## config.mk

```make
export PLATFORM = sky130hd
export DESIGN_NAME = dec_region_select
export DESIGN_NICKNAME = d
export VERILOG_FILES = /design/src/rtl/dec_region_pkg.sv /design/src/rtl/dec_region_ctrl.sv /design/src/rtl/dec_region_table.sv /design/src/rtl/dec_region_match.sv /design/src/rtl/dec_region_select.sv
export SDC_FILE = /design/constraint.sdc
export NUM_CORES = 2
export LEC_CHECK = 0
export BUFFER_PORTS_ARGS = -buffer_cell sky130_fd_sc_hd__buf_2
export CORE_MARGIN = 3
export CORE_UTILIZATION = 30
export CTS_CLUSTER_DIAMETER = 100
export CTS_CLUSTER_SIZE = 20
export DETAILED_ROUTE_END_ITERATION = 6
export PLACE_DENSITY = 0.45
export SLEW_MARGIN = 15
export SYNTH_ARGS = -nofsm -noshare
export SYNTH_HDL_FRONTEND = slang
export SYNTH_HIERARCHICAL = 1
export SYNTH_SLANG_ARGS = --single-unit
```

## constraint.sdc

```tcl
create_clock -name clk -period 7.9 [get_ports clk]
set_clock_uncertainty 0.15 [all_clocks]
set_input_delay 0.395 -clock clk [delete_from_list [all_inputs] [get_ports clk]]
set_output_delay 0.395 -clock clk [all_outputs]
set_load 0.02 [all_outputs]
```

## src/rtl/dec_region_pkg.sv

```systemverilog
package dec_region_pkg;
  localparam int ADDR_W   = 32;
  localparam int GRAN_LSB = 10;
  localparam int GRAN_W   = ADDR_W - GRAN_LSB;
  localparam int WORD_W   = 32;
  localparam int KEY_W    = 128;
  localparam int CTR_W    = 64;

  typedef enum logic [2:0] {
    WD_START = 3'd0,
    WD_END   = 3'd1,
    WD_KEY0  = 3'd2,
    WD_KEY1  = 3'd3,
    WD_KEY2  = 3'd4,
    WD_KEY3  = 3'd5,
    WD_CTR0  = 3'd6,
    WD_CTR1  = 3'd7
  } ctx_word_e;

  typedef struct packed {
    logic [GRAN_W-1:0] lo;
    logic [GRAN_W-1:0] hi;
    logic              vld;
    logic              dec;
    logic              ro;
    logic [KEY_W-1:0]  key;
    logic [CTR_W-1:0]  ctr;
  } ctx_t;

  localparam int CTX_BITS = $bits(ctx_t);

  // 1 KB granule of a bus address
  function automatic logic [GRAN_W-1:0] addr_gran(input logic [ADDR_W-1:0] a);
    return a[ADDR_W-1:GRAN_LSB];
  endfunction

  // inclusive window test, gated by valid
  function automatic logic ctx_hits(input ctx_t c, input logic [GRAN_W-1:0] g);
    return c.vld && (c.lo <= g) && (g <= c.hi);
  endfunction

  function automatic logic [WORD_W-1:0] start_word(input ctx_t c);
    return {c.lo, {GRAN_LSB{1'b0}}};
  endfunction

  function automatic logic [WORD_W-1:0] end_word(input ctx_t c);
    return {c.hi, {(GRAN_LSB-3){1'b0}}, c.vld, c.dec, c.ro};
  endfunction
endpackage

```

## src/rtl/dec_region_ctrl.sv

```systemverilog
module dec_region_ctrl #(
  parameter int REG_AW = 8
) (
  input  logic              clk,
  input  logic              rst_n,
  input  logic              reg_wr,
  input  logic [REG_AW-1:0] reg_addr,
  input  logic [31:0]       reg_wdata,
  output logic              glob_en,
  output logic              restricted,
  output logic              ctrl_sel,
  output logic [31:0]       ctrl_rdata
);
  localparam logic [REG_AW-1:0] A_CTRL = REG_AW'(0);
  localparam logic [REG_AW-1:0] A_STAT = REG_AW'(4);

  logic wr_ctrl;
  logic unused_wbits;

  assign wr_ctrl      = reg_wr && (reg_addr == A_CTRL);
  assign unused_wbits = ^reg_wdata[31:2];

  always_ff @(posedge clk or negedge rst_n) begin
    if (!rst_n) begin
      glob_en    <= 1'b0;
      restricted <= 1'b0;
    end else if (wr_ctrl) begin
      glob_en <= reg_wdata[0];
      if (reg_wdata[1]) restricted <= 1'b1;
    end
  end

  always_comb begin
    ctrl_sel   = (reg_addr == A_CTRL) || (reg_addr == A_STAT);
    ctrl_rdata = '0;
    if (reg_addr == A_CTRL) ctrl_rdata = {30'b0, restricted, glob_en};
    else if (reg_addr == A_STAT) ctrl_rdata = {31'b0, restricted};
  end
endmodule

```

## src/rtl/dec_region_table.sv

```systemverilog
module dec_region_table
  import dec_region_pkg::*;
#(
  parameter int NUM_CTX = 4,
  parameter int REG_AW  = 8
) (
  input  logic              clk,
  input  logic              rst_n,
  input  logic              reg_wr,
  input  logic [REG_AW-1:0] reg_addr,
  input  logic [31:0]       reg_wdata,
  input  logic              restricted,
  output ctx_t              ctx_o [NUM_CTX],
  output logic              tbl_sel,
  output logic              tbl_we_any,
  output logic [31:0]       tbl_rdata
);
  localparam int PAGE_W = REG_AW - 5;

  logic [PAGE_W-1:0] page;
  ctx_word_e         word;
  logic [NUM_CTX-1:0] we;
  logic              unused_alow;

  assign page        = reg_addr[REG_AW-1:5];
  assign word        = ctx_word_e'(reg_addr[4:2]);
  assign unused_alow = ^reg_addr[1:0];
  assign tbl_sel     = (page != '0) && (page <= PAGE_W'(NUM_CTX));
  assign tbl_we_any  = |we;

  for (genvar n = 0; n < NUM_CTX; n++) begin : g_ctx
    assign we[n] = reg_wr && !restricted && (page == PAGE_W'(n + 1));

    always_ff @(posedge clk or negedge rst_n) begin
      if (!rst_n) begin
        ctx_o[n] <= '0;
      end else if (we[n]) begin
        case (word)
          WD_START: ctx_o[n].lo <= reg_wdata[31:GRAN_LSB];
          WD_END: begin
            ctx_o[n].hi  <= reg_wdata[31:GRAN_LSB];
            ctx_o[n].vld <= reg_wdata[2];
            ctx_o[n].dec <= reg_wdata[1];
            ctx_o[n].ro  <= reg_wdata[0];
          end
          WD_KEY0: ctx_o[n].key[31:0]   <= reg_wdata;
          WD_KEY1: ctx_o[n].key[63:32]  <= reg_wdata;
          WD_KEY2: ctx_o[n].key[95:64]  <= reg_wdata;
          WD_KEY3: ctx_o[n].key[127:96] <= reg_wdata;
          WD_CTR0: ctx_o[n].ctr[31:0]   <= reg_wdata;
          WD_CTR1: ctx_o[n].ctr[63:32]  <= reg_wdata;
          default: ;
        endcase
      end
    end
  end

  always_comb begin
    tbl_rdata = '0;
    for (int n = 0; n < NUM_CTX; n++) begin
      if (!restricted && (page == PAGE_W'(n + 1))) begin
        case (word)
          WD_START: tbl_rdata = start_word(ctx_o[n]);
          WD_END:   tbl_rdata = end_word(ctx_o[n]);
          WD_KEY0:  tbl_rdata = ctx_o[n].key[31:0];
          WD_KEY1:  tbl_rdata = ctx_o[n].key[63:32];
          WD_KEY2:  tbl_rdata = ctx_o[n].key[95:64];
          WD_KEY3:  tbl_rdata = ctx_o[n].key[127:96];
          WD_CTR0:  tbl_rdata = ctx_o[n].ctr[31:0];
          WD_CTR1:  tbl_rdata = ctx_o[n].ctr[63:32];
          default:  tbl_rdata = '0;
        endcase
      end
    end
  end
endmodule

```

## src/rtl/dec_region_match.sv

```systemverilog
module dec_region_match
  import dec_region_pkg::*;
#(
  parameter int NUM_CTX = 4,
  localparam int IDX_W = (NUM_CTX > 1) ? $clog2(NUM_CTX) : 1,
  localparam int CNT_W = $clog2(NUM_CTX + 1)
) (
  input  ctx_t               ctx_i [NUM_CTX],
  input  logic [ADDR_W-1:0]  addr,
  output logic [NUM_CTX-1:0] hit_vec,
  output logic               uniq,
  output logic [IDX_W-1:0]   idx,
  output ctx_t               sel
);
  logic [GRAN_W-1:0] gran;
  logic [CNT_W-1:0]  cnt;

  assign gran = addr_gran(addr);

  for (genvar n = 0; n < NUM_CTX; n++) begin : g_cmp
    assign hit_vec[n] = ctx_hits(ctx_i[n], gran);
  end

  always_comb begin
    cnt = '0;
    idx = '0;
    for (int n = 0; n < NUM_CTX; n++) begin
      if (hit_vec[n]) begin
        cnt = cnt + CNT_W'(1);
        idx = IDX_W'(n);
      end
    end
    uniq = (cnt == CNT_W'(1));
    sel  = uniq ? ctx_i[idx] : '0;
  end
endmodule

```

## src/rtl/dec_region_select.sv

```systemverilog
module dec_region_select
  import dec_region_pkg::*;
#(
  parameter int NUM_CTX = 4,
  parameter int REG_AW  = 8,
  localparam int IDX_W  = (NUM_CTX > 1) ? $clog2(NUM_CTX) : 1
) (
  input  logic              clk,
  input  logic              rst_n,
  input  logic              reg_wr,
  input  logic [REG_AW-1:0] reg_addr,
  input  logic [31:0]       reg_wdata,
  output logic [31:0]       reg_rdata,
  input  logic              lk_valid,
  input  logic [31:0]       lk_addr,
  output logic              out_valid,
  output logic              out_hit,
  output logic              out_region_err,
  output logic [IDX_W-1:0]  out_idx,
  output logic [127:0]      out_key,
  output logic [63:0]       out_ctr,
  output logic              out_dec_en,
  output logic              out_ro
);
  logic               glob_en, restricted, ctrl_sel, tbl_sel, tbl_we_any;
  logic [31:0]        ctrl_rdata, tbl_rdata;
  ctx_t               ctx_tab [NUM_CTX];
  logic [NUM_CTX-1:0] hit_vec;
  logic               uniq;
  logic [IDX_W-1:0]   idx;
  ctx_t               sel;
  logic [CTX_BITS-1:0] tbl_digest;
  logic               accept;
  logic               unused_sel;

  dec_region_ctrl #(.REG_AW(REG_AW)) u_ctrl (
    .clk, .rst_n, .reg_wr, .reg_addr, .reg_wdata,
    .glob_en, .restricted, .ctrl_sel, .ctrl_rdata
  );

  dec_region_table #(.NUM_CTX(NUM_CTX), .REG_AW(REG_AW)) u_tab (
    .clk, .rst_n, .reg_wr, .reg_addr, .reg_wdata, .restricted,
    .ctx_o(ctx_tab), .tbl_sel, .tbl_we_any, .tbl_rdata
  );

  dec_region_match #(.NUM_CTX(NUM_CTX)) u_match (
    .ctx_i(ctx_tab), .addr(lk_addr), .hit_vec, .uniq, .idx, .sel
  );

  assign reg_rdata  = ctrl_sel ? ctrl_rdata : tbl_rdata;
  assign accept     = lk_valid && glob_en;
  assign unused_sel = ^{sel.lo, sel.hi, sel.vld, tbl_sel, tbl_we_any};

  // fold of the whole table, watched by the checker
  always_comb begin
    tbl_digest = '0;
    for (int n = 0; n < NUM_CTX; n++) tbl_digest = tbl_digest ^ ctx_tab[n];
  end

  always_ff @(posedge clk or negedge rst_n) begin
    if (!rst_n) begin
      out_valid      <= 1'b0;
      out_hit        <= 1'b0;
      out_region_err <= 1'b0;
      out_idx        <= '0;
      out_key        <= '0;
      out_ctr        <= '0;
      out_dec_en     <= 1'b0;
      out_ro         <= 1'b0;
    end else begin
      out_valid      <= lk_valid;
      out_hit        <= accept && uniq;
      out_region_err <= accept && !uniq;
      out_idx        <= (accept && uniq) ? idx : '0;
      out_key        <= accept ? sel.key : '0;
      out_ctr        <= accept ? sel.ctr : '0;
      out_dec_en     <= accept && sel.dec;
      out_ro         <= accept && sel.ro;
    end
  end
endmodule

```

## After elaboration in Yosys (flattened, before gate mapping)

Index checks and enable logic that the tools add are counted.

- Reductions and logical operators: 61
- Add/subtract/negate cells: 3
- Bitwise operators: 1
- Muxes and demuxes: 25
- $lt $le $gt $ge: 9
- Equal/unequal tests: 13

Operator list:

| cell | number |
|---|---|
| $pmux W32 S8 | 4 |
| $mux W194 | 3 |
| $bmux W239 S2 | 1 |
| $mux W32 | 6 |
| $le A22 B22 Y1 | 8 |
| $mux W128 | 1 |
| $reduce_and A2 Y1 | 33 |
| $mux W64 | 1 |
| $logic_and A1 B1 Y1 | 23 |
| $eq A3 B3 Y1 const B | 5 |
| $eq A3 B2 Y1 const B | 4 |
| $eq A3 B1 Y1 const B | 3 |
| $mux W3 | 3 |
| $eq A8 B3 Y1 const B | 1 |
| $logic_not A8 Y1 | 1 |
| $add A3 B1 Y3 const B | 2 |
| $mux W2 | 3 |
| $ge A3 B3 Y1 const B | 1 |
| $logic_not A3 Y1 | 1 |
| $mux W1 | 3 |
| $not A2 Y3 | 1 |
| $add A1 B1 Y2 const B | 1 |
| $logic_not A1 Y1 | 2 |
| $logic_or A1 B1 Y1 | 1 |

- Bits in registers: 1157
- Logic and storage cells: 166

## Longest topological paths before layout

- Depth after elaboration: 13
- Depth in mapped cells: 19
- Mapped depth without buffers: 16

## Modules after synthesis

The synthesis kept the hierarchy.

Modules (own cells, without submodules):

| module | instances | cells an instance | area an instance (µm²) |
|---|---|---|---|
| dec_region_table | 1 | 3287 | 44228.7 |
| dec_region_match | 1 | 1974 | 12707.2 |
| dec_region_select | 1 | 477 | 7155.6 |
| dec_region_ctrl | 1 | 44 | 356.6 |

## Worst setup path after synthesis

OpenSTA, ideal clock, no wires.

- Kind: input-to-reg
- From: input port lk_addr[31]
- To: register out_ctr[62]
- Data required time: 7630 ps
- Cell stages on the path: 18
- Arrival time: 3844 ps
- Setup time: 120 ps
- Slack: 3786 ps
- Path buffers: 3
- Cell sequence: inv_1 -> ha_1 -> nand4_1 -> nor4_1 -> o31ai_1 -> a32oi_1 -> a211o_1 -> clkbuf_1 -> ha_1 -> xnor2_1 -> ha_1 -> and2_1 -> or3_1 -> nand4_4 -> buf_12 -> buf_8 -> a21oi_2 -> and3_1

RTL lines:

| what | RTL line | text |
|---|---|---|
| start: declaration | dec_region_select.sv:15 | `input logic [31:0] lk_addr,` |
| end signal: assignment | dec_region_select.sv:76 | `out_ctr <= accept ? sel.ctr : '0;` |
| end: declaration | dec_region_select.sv:21 | `output logic [63:0] out_ctr,` |

==> impl_results.md <==
* Status: finished with violations
* Failing checks: max-slew violations
* CP Class: reg -> reg
* CTS Buf Count at 70
* Worst-Margin Slew at between 1500 and 2000 ps
* Routed Wire Length at ~280000 um
* Top Family by Delay on Critical Path: simple AND/OR/NAND/NOR gates
* Non-filler cells, final at 8306
* Setup crit end kind: flop
* Filler instances at 21.2k
* Antenna violations before repair at just over 40
* IO buf count at 296
* Pre-CTS setup slack at between 1500 and 2000 ps
* Total grt overflow at 0
* Via count at about 48k
* Starting Density at 30.3%
* Post-CTS Setup Bufs at 0
* TNS Setup at 0 ps
* CTS H-Tree Depth at 3
* Ys Warns at 6
* Multi-input gate area at 0.0307 mm2
* CP max-delay cell: nor3_1
* Most common cell after layout, fill and taps aside: dfrtp_1
* Core area at between 0.2 and 0.25 mm2
* Wire length per cell at 34.2 um
* Critical path startpoint category: flop
* Sequential power share at 49.6%
* Post-Synthesis Cells at 5534
* Io pins at 307
* Fmax at 172 MHz
* CP bufs+invs at 3
* Number of global-route vias before repair at roughly 48k
* # DRC at 0
* Max stage delay on crit path at 960 ps
* Final Total Pwr at 14.4 mW
* Std cell rows at about 170
* Clk sinks at between 1k and 1.5k
* Die Width at 464 um
* CP arrival at approximately 6300 ps
* RSZ-0062 raised after global routing: false
* Die area at 0.216 mm2
* Total track usage at between 20% and 30%
* LEAKAGE at 31.3 nW
* Clk_lat worst skew at around 750 ps
* Part of the power in the clock network at between 20% and 30%
* First-pass GRT wire length at 395000 um
* Min-delay worst type: in -> reg
* Final slew viol count at 35
* Min Tclk post-route at 5820 ps
* Pwr/cell area at between 200 and 250 mW/mm2
* Comb power frac at 23.0%
* CTS tree: yes
* Largest fanout on the critical path at 156
* Net Switching at 4.91 mW
* Initial DRC count at between 4k and 5k
* Gpl congestion at 0.895
* Final period util at 73.6%
* Synth Area per Inst at between 10 and 15 um2
* Relative slew slack at -2.51%
* Register area at slightly below 0.03 mm2
* Post-DP HPWL at about 180000 um
* NumNets Final at 5748
* Switch share at 34.0%
* First-pass DRT Iterations at 6
* Most frequent cells in the layout: 1156 x dfrtp_1, 963 x mux2_2, 383 x a21oi_1
* Final Hold Fails at 0
* CTS root buffer: clkbuf_16
* Pin count of the biggest net entering global routing at 157
* Post-CTS Resized at 0
* Max cap viols at 0
* Critical-path cell list: inv_1 -> ha_1 -> nand4_1 -> nor3_1 -> and3_1 -> o21ai_0 -> a211o_4 -> inv_6 -> buf_12 -> a21oi_1 -> o2bb2ai_1 -> a21oi_2 -> and3_1
* Area Growth Syn to Fin at 8.33%
* Antenna Violating Nets Remaining at 0
* Critical path required time at between 8000 and 9000 ps
* DR vias/cell at about 5.8
* Dpl cells at 8204
* Clk buf depth at 3
* Syn Std Cell Area at about 0.063 mm2
* Die Height at 464 um
* Crit-path most repeated cell: and3_1
* Count of final setup violators at 0
* Setup ws final at ~2100 ps
* Share of cells above drive strength 1 at around a third
* Cell Int Power at 9.52 mW
* Clk slew on worst S/H paths at 100 ps
* Peak VDD IR at 0.000171 V
path summary, 6_finish.rpt:
kind,slack (ps),end,startpoint,depth (start not counted)
max in group asynchronous,5530,out_key[119]$_DFF_PN0_,rst_n,4
worst max register to register,2080,out_ctr[52]$_DFF_PN0_,u_tab/ctx_o[215]$_DFFE_PN0P_,13
worst min register to register,370,u_tab/ctx_o[139]$_DFFE_PN0P_,u_tab/ctx_o[139]$_DFFE_PN0P_,1
worst max-delay path,2080,out_ctr[52]$_DFF_PN0_,u_tab/ctx_o[215]$_DFFE_PN0P_,13
min in group asynchronous,80,out_key[67]$_DFF_PN0_,rst_n,2
worst min-delay path,50,u_ctrl/restricted$_DFFE_PN0P_,reg_wdata[1],3
power by group through the flow:
stage                     clock network, mW  registers [mW]  logic, mW
after floorplan                           0            7.04       2.24
after global placement                    0            7.24       3.27
after detailed placement                  0            7.26       3.29
after CTS                              4.07            7.14       3.30
after global routing                   4.24            7.24       3.54
final                                  3.95            7.15       3.32
tightest hold or removal path: stages:
cell and delay (ps):
buf_2 290, inv_1 140, o21bai_1 80
registers in the layout (all words and copies together), names as in the netlist:
register	count
u_tab/ctx_o	956
out_key	128
out_ctr	64
out_idx	2
out_dec_en	1
out_hit	1
out_region_err	1
out_ro	1
out_valid	1
u_ctrl/glob_en	1
u_ctrl/restricted	1
repair_timing:
action | 4_1_cts | 5_1_grt
setup endpoints to repair | 0 | 0
endpoints found under the hold margin | 92 | 0
hold buffers | 4 | 0
stage by stage:
stage | instance area [um2] | util, % | hold WS (ps)
after floorplan | 63100 | - | -50.6
after global placement | 66200 | 31.8 | 283
after detailed placement | 66200 | 31.9 | 284
after CTS | 68200 | 32.8 | 0.830
after global routing | 68200 | 32.8 | 38.8
final | 68300 | 32.8 | 48.2
layout make-up:
type                       instances  area share, %
tap                             2788           5.11
timing repair buffer             420           3.86
antenna                           14         0.0513
clock buffer                      76           2.72
clock inverter                     8          0.150
sequential                      1157           42.4
multi-input combinational       3714           45.0
inverter                         129          0.737
layer usage:
metal	GRT usage [%]	vias to the layer above	wire length (um)
li1	-	20115	-
met4	10.1	6	12000
met1	35.2	25412	124000
met2	40.0	1980	129000
met3	4.43	472	18900
met5	0	-	41
Note: power is estimated with default switching activity, not from simulation.
